**config.mk**
```make
export PLATFORM = sky130hd
export DESIGN_NAME = evt_reload_timer
export DESIGN_NICKNAME = d
export VERILOG_FILES = /design/src/rtl/rtimer_pkg.sv /design/src/rtl/rtimer_sync.sv /design/src/rtl/rtimer_count.sv /design/src/rtl/rtimer_regs.sv /design/src/rtl/evt_reload_timer.sv
export SDC_FILE = /design/constraint.sdc
export NUM_CORES = 1
export LEC_CHECK = 0
export ABC_AREA = 1
export BUFFER_PORTS_ARGS = -buffer_cell sky130_fd_sc_hd__buf_2
export CAP_MARGIN = 20
export CELL_PAD_IN_SITES_DETAIL_PLACEMENT = 2
export CELL_PAD_IN_SITES_GLOBAL_PLACEMENT = 2
export CORE_MARGIN = 3
export CORE_UTILIZATION = 30
export CTS_BUF_LIST = sky130_fd_sc_hd__clkbuf_4 sky130_fd_sc_hd__clkbuf_8 sky130_fd_sc_hd__clkbuf_16
export CTS_CLUSTER_DIAMETER = 40
export DETAILED_ROUTE_END_ITERATION = 16
export PLACE_DENSITY = 0.84
export SLEW_MARGIN = 15
export SYNTH_ARGS = -nofsm -noshare
export SYNTH_HDL_FRONTEND = slang
export SYNTH_SLANG_ARGS = --single-unit
```
**constraint.sdc**
```tcl
create_clock -name clk_i -period 1.7 [get_ports clk_i]
set_clock_uncertainty 0.05 [all_clocks]
set_input_delay 0.51 -clock clk_i [delete_from_list [all_inputs] [get_ports clk_i]]
set_output_delay 0.51 -clock clk_i [all_outputs]
set_load 0.01 [all_outputs]
```
**src/rtl/rtimer_pkg.sv**
```systemverilog
package rtimer_pkg;

   localparam int unsigned ADDR_W = 2;

   typedef enum logic [ADDR_W-1:0] {
      REG_CTRL   = 2'd0,
      REG_RELOAD = 2'd1,
      REG_COUNT  = 2'd2,
      REG_NONE   = 2'd3
   } reg_sel_e;

   // control bit positions (status bit sits at the top of the data word)
   localparam int unsigned BIT_TCE = 0;
   localparam int unsigned BIT_OIE = 1;
   localparam int unsigned BIT_SRC = 2;

   typedef struct packed {
      logic src_ext;
      logic oie;
      logic tce;
   } ctrl_t;

endpackage

```
**src/rtl/rtimer_sync.sv**
```systemverilog
module rtimer_sync #(
   parameter int unsigned STAGES = 2
) (
   input  logic clk_i,
   input  logic rst_ni,
   input  logic async_i,
   output logic rise_o
);

   generate
      if (STAGES < 2) begin : g_bad_stages
         $error("rtimer_sync: STAGES must be at least 2");
      end
   endgenerate

   logic [STAGES-1:0] chain_q;
   logic              last_q;

   always_ff @(posedge clk_i or negedge rst_ni) begin
      if (!rst_ni) begin
         chain_q <= '0;
         last_q  <= 1'b0;
      end else begin
         chain_q <= {chain_q[STAGES-2:0], async_i};
         last_q  <= chain_q[STAGES-1];
      end
   end

   assign rise_o = chain_q[STAGES-1] & ~last_q;

endmodule

```
**src/rtl/rtimer_count.sv**
```systemverilog
module rtimer_count #(
   parameter int unsigned W = 8
) (
   input  logic         clk_i,
   input  logic         rst_ni,
   input  logic         step_i,
   input  logic [W-1:0] reload_i,
   output logic [W-1:0] cnt_o,
   output logic         wrap_o
);

   logic [W-1:0] cnt_q;
   logic         at_top;

   assign at_top = &cnt_q;
   assign wrap_o = step_i & at_top;

   always_ff @(posedge clk_i or negedge rst_ni) begin
      if (!rst_ni) begin
         cnt_q <= '0;
      end else if (step_i) begin
         cnt_q <= at_top ? reload_i : cnt_q + W'(1);
      end
   end

   assign cnt_o = cnt_q;

endmodule

```
**src/rtl/rtimer_regs.sv**
```systemverilog
module rtimer_regs
   import rtimer_pkg::*;
#(
   parameter int unsigned W = 8
) (
   input  logic              clk_i,
   input  logic              rst_ni,
   input  logic              wr_i,
   input  logic              rd_i,
   input  logic [ADDR_W-1:0] addr_i,
   input  logic [W-1:0]      wdata_i,
   input  logic              wrap_i,
   input  logic [W-1:0]      cnt_i,
   output logic [W-1:0]      rdata_o,
   output ctrl_t             ctrl_o,
   output logic [W-1:0]      reload_o,
   output logic              ovf_o
);

   localparam int unsigned PAD_W = W - 4;

   ctrl_t        ctrl_q;
   logic [W-1:0] reload_q;
   logic         ovf_q;
   reg_sel_e     sel;

   assign sel = reg_sel_e'(addr_i);

   always_ff @(posedge clk_i or negedge rst_ni) begin
      if (!rst_ni) begin
         ctrl_q   <= '0;
         reload_q <= '0;
      end else if (wr_i) begin
         if (sel == REG_CTRL) begin
            ctrl_q.tce     <= wdata_i[BIT_TCE];
            ctrl_q.oie     <= wdata_i[BIT_OIE];
            ctrl_q.src_ext <= wdata_i[BIT_SRC];
         end
         if (sel == REG_RELOAD) begin
            reload_q <= wdata_i;
         end
      end
   end

   // a wrap wins over the clearing read in the same cycle
   always_ff @(posedge clk_i or negedge rst_ni) begin
      if (!rst_ni) begin
         ovf_q <= 1'b0;
      end else if (wrap_i) begin
         ovf_q <= 1'b1;
      end else if (rd_i && sel == REG_CTRL) begin
         ovf_q <= 1'b0;
      end
   end

   always_comb begin
      unique case (sel)
         REG_CTRL:   rdata_o = {ovf_q, {PAD_W{1'b0}}, ctrl_q.src_ext, ctrl_q.oie, ctrl_q.tce};
         REG_RELOAD: rdata_o = reload_q;
         REG_COUNT:  rdata_o = cnt_i;
         default:    rdata_o = '0;
      endcase
   end

   assign ctrl_o   = ctrl_q;
   assign reload_o = reload_q;
   assign ovf_o    = ovf_q;

endmodule

```
**src/rtl/evt_reload_timer.sv**
```systemverilog
module evt_reload_timer
   import rtimer_pkg::*;
#(
   parameter int unsigned CNT_W       = 8,
   parameter int unsigned SYNC_STAGES = 2
) (
   input  logic              clk_i,
   input  logic              rst_ni,
   input  logic              reg_wr_i,
   input  logic              reg_rd_i,
   input  logic [ADDR_W-1:0] reg_addr_i,
   input  logic [CNT_W-1:0]  reg_wdata_i,
   output logic [CNT_W-1:0]  reg_rdata_o,
   input  logic              tick_i,
   input  logic              evt_i,
   input  logic              halt_i,
   output logic              irq_o
);

   generate
      if (CNT_W < 4) begin : g_bad_width
         $error("evt_reload_timer: CNT_W must be at least 4");
      end
   endgenerate

   logic             evt_rise;
   logic             step_w;
   logic             wrap_w;
   logic [CNT_W-1:0] cnt_w;
   logic [CNT_W-1:0] reload_w;
   logic             ovf_w;
   ctrl_t            ctrl_w;
   logic             src_step;

   rtimer_sync #(.STAGES(SYNC_STAGES)) sync_i (
      .clk_i   (clk_i),
      .rst_ni  (rst_ni),
      .async_i (evt_i),
      .rise_o  (evt_rise)
   );

   assign src_step = ctrl_w.src_ext ? evt_rise : tick_i;
   assign step_w   = ctrl_w.tce & ~halt_i & src_step;

   rtimer_count #(.W(CNT_W)) count_i (
      .clk_i    (clk_i),
      .rst_ni   (rst_ni),
      .step_i   (step_w),
      .reload_i (reload_w),
      .cnt_o    (cnt_w),
      .wrap_o   (wrap_w)
   );

   rtimer_regs #(.W(CNT_W)) regs_i (
      .clk_i    (clk_i),
      .rst_ni   (rst_ni),
      .wr_i     (reg_wr_i),
      .rd_i     (reg_rd_i),
      .addr_i   (reg_addr_i),
      .wdata_i  (reg_wdata_i),
      .wrap_i   (wrap_w),
      .cnt_i    (cnt_w),
      .rdata_o  (reg_rdata_o),
      .ctrl_o   (ctrl_w),
      .reload_o (reload_w),
      .ovf_o    (ovf_w)
   );

   assign irq_o = ovf_w & ctrl_w.oie;

endmodule

```
==> flow_summary_export.csv <==
group,metric,value,unit
clock_network,holdBufCountCts,0,
power_and_ir_drop,seqPwrFrac,0.487,
drt,drt_iter0_markers,28,
synthesis,synth_area_leaders,"dfrtp_1 (44%), nand2_1 (19%), inv_1 (6.6%)",
grt,grt_use_total,0.196,
layout,multi_input_area,657,sq um
floorplanning,core,0.00409,sq mm
power_and_ir_drop,leakage,0.903,nW
layout,syn_to_final_growth,28.6,%
floorplanning,die_height,71.9,microns
clock_network,clock_path_buffers,2,
worst_setup_path,path_class,"input port to primary output",
worst_setup_path,required,1140,ps
sta,timing.final.ws_setup,-66.0,ps
power_and_ir_drop,power.internal,0.992,mW
hold_path,min_path_type,"input port to async pin",
synthesis,synth.avg_cell_area,7.44,sq um
run,cap_violations,0,
synthesis,synth_top_area_frac,0.442,
power_and_ir_drop,power_per_cell_area,927,mW/mm^2
worst_setup_path,crit_buf_inv,4,
synthesis,syn-instance-count,175,
layout,layout_common_cells,"nand2_1 (62), dfrtp_1 (22), buf_2 (22)",
sta,fin_crit,1770,ps
clock_network,cts_buffers,3,
sta,rsz0062_at_grt,"yes",
power_and_ir_drop,p_comb_frac,0.265,
floorplanning,ios,26,
synthesis,netlist_area,0.00130,sq mm
floorplanning,dieArea,0.00517,sq mm
grt,grt_max_degree,24,
drt,first_pass_iters,4,
grt,grt_pass1_vias,1471,
worst_setup_path,critPathLaunchType,"input port",
clock_network,htreeDepth,1,
synthesis,syn_nets,193,
worst_setup_path,cp_slowest_cell,"o221ai_2",
layout,finalNetCount,228,
worst_setup_path,cp-end-kind,"primary output",
worst_setup_path,crit_path_cell_trace,"buf_8 -> inv_6 -> nand2_4 -> buf_6 -> o221ai_2 -> buf_2",
worst_setup_path,path_max_fanout,2,
drt,avgViaCountPerCell,5.01,
layout,n_antenna_cell,0,
clock_network,root_buffer,"clkbuf_8",
worst_setup_path,reg2reg_from,"count_i.cnt_o[0]",
drt,drc_errors,0,
sta,maxSlewViolCount,0,
worst_setup_path,worstRegToRegCells,7,
synthesis,yosysUniqueCellTypes,24,
run_status,outcome,"finished, violations left",
clock_network,clk_latency,280,ps
run_status,violations,"setup timing",
clock_network,cts_tree,"done",
layout,n_fill_cell,483,
sta,clock.fmax,566,MHz
grt,grt-ovfl-total,0,
worst_setup_path,max_stage_delay,170,ps
synthesis,ys_warn_count,0,
worst_setup_path,worstPathArrival,1210,ps
drt,vias,1298,
sta,tightest_slew,567,ps
floorplanning,rows,23,
power_and_ir_drop,ir_drop,0.516,mV
layout,seqCellArea,577,sq um
drt,wl_per_cell,18.3,microns
power_and_ir_drop,p_switching,0.562,mW
sta,post-route-period-util,1.04,
clock_network,clk_pin_slew,90,ps
power_and_ir_drop,p_clk_frac,0.248,
sta,setup_violations,7,
sta,finalHoldViolCount,0,
drt,wl,4750,microns
layout,drive_above_1_share,0.321,
placed_design,pre_cts_ws,-199,ps
synthesis,ys_ff_latch,23,
clock_network,cts_sinks,23,
floorplanning,die_w,71.9,microns
drt,ant_nets,0,
grt,grt_first_pass_wirelength,7660,microns
placed_design,gp_congestion,0.802,
power_and_ir_drop,switching_share,0.362,
worst_setup_path,r2r_end,"count_i.cnt_o[1]",
placed_design,io_buffers,25,
worst_setup_path,critPathTopFamily,"buffers and inverters",
floorplanning,start_util,0.319,
placed_design,dpl.hpwl,3260,microns
synthesis,ys_seq_area_frac,0.442,
layout,fin_util,0.410,
sta,slew_headroom,0.622,
grt,antenna_found_initial,0,
worst_setup_path,reg2reg_slack,200,ps
synthesis,yosysTopAreaCell,"dfrtp_1",
layout,layout_commonest_cell,"nand2_1",
==> flip-flops by register name (all words and copies together), names as in the netlist <==
register / cells
regs_i.reload_o: 8
count_i.cnt_o: 8
sync_i.chain_q: 2
regs_i.ctrl_o: 3
regs_i.ovf_o: 1
sync_i.last_q: 1
==> routing by layer <==
metal	wire, microns	vias to the layer above	track usage	part of all wire
li1	-	614	-	-
met1	2010	650	0.233	0.42
met2	2510	26	0.360	0.53
met3	121	8	0.0222	0.025
met4	106	0	0.0710	0.022
met5	0	-	0	0
==> synthesized netlist by cell type <==
master and instances:
nor2_2 3, nor2_4 2, o21ai_1 2, o21a_1 1
buf_6 1, nand3_2 5, nand2_2 2, nand2_1 66
nand4_1 1, inv_2 2, nand2_4 1, o221ai_1 1
o21bai_2 1, a21oi_1 3, xor2_1 2, buf_2 2
ha_1 1, inv_1 23, clkinv_2 1, o21ai_0 13
nand3_1 9, nor2_1 8, dfrtp_1 23, o211ai_1 2
==> per-stage QoR <==
| stage | TNS [ps] | power [mW] | instance area (sq um) | hold slack [ps] | cells |
|---|---|---|---|---|---|
| after global placement | -769 | 1.06 | 1510 | 285 | 253 |
| final | -280 | 1.55 | 1680 | 163 | 259 |
| after global routing | -597 | 1.66 | 1680 | 187 | 259 |
| after floorplan | 0 | 0.943 | 1300 | 164 | 175 |
| after detailed placement | -1900 | 1.11 | 1510 | 321 | 253 |
| after CTS | -298 | 1.52 | 1620 | 173 | 258 |
==> kinds of logic (layout without fill, tap and decap cells) <==
logic type      count (synthesis)  count (layout)  synth area share
fa+ha+maj                       1               1           0.00960
buf+inv                        29              63            0.0922
compound gates                 23              23             0.102
xor+xnor                        2               2            0.0135
simple gates                   97              97             0.341
flops                          23              23             0.442
==> worst max-delay path by stage <==
stage	from	slack, ps	to	cells after the start
after floorplan	reg_addr_i[1]	20	reg_rdata_o[3]	4
after global placement	reg_addr_i[1]	-140	reg_rdata_o[1]	6
after detailed placement	reg_addr_i[1]	-200	reg_rdata_o[4]	7
after CTS	reg_addr_i[1]	-90	reg_rdata_o[7]	6
after global routing	regs_i.ctrl_o[2]	-110	reg_rdata_o[2]	3
final	reg_addr_i[1]	-70	reg_rdata_o[0]	6
==> what timing repair did <==
item,4_1_cts,5_1_grt
gates resized for setup,17,13
buffers inserted,1,1
setup endpoints to repair,8,7
pin swaps,2,5
==> layout make-up <==
cell class,instances,share of cell area
clock buffer,4,0.0291
inverter,26,0.0635
tap,50,0.0373
multi-input combinational,123,0.392
timing repair buffer,33,0.134
sequential,23,0.344
==> power by group through the flow <==
stage / sequential [mW] / clock (mW) / combinational (mW)
2_1_floorplan: 0.713 / 0 / 0.230
3_3_place_gp: 0.738 / 0 / 0.323
3_5_place_dp: 0.753 / 0 / 0.353
4_1_cts: 0.743 / 0.390 / 0.385
5_1_grt: 0.772 / 0.422 / 0.462
6_report: 0.757 / 0.386 / 0.411
Note: power is estimated with default switching activity, not from simulation.
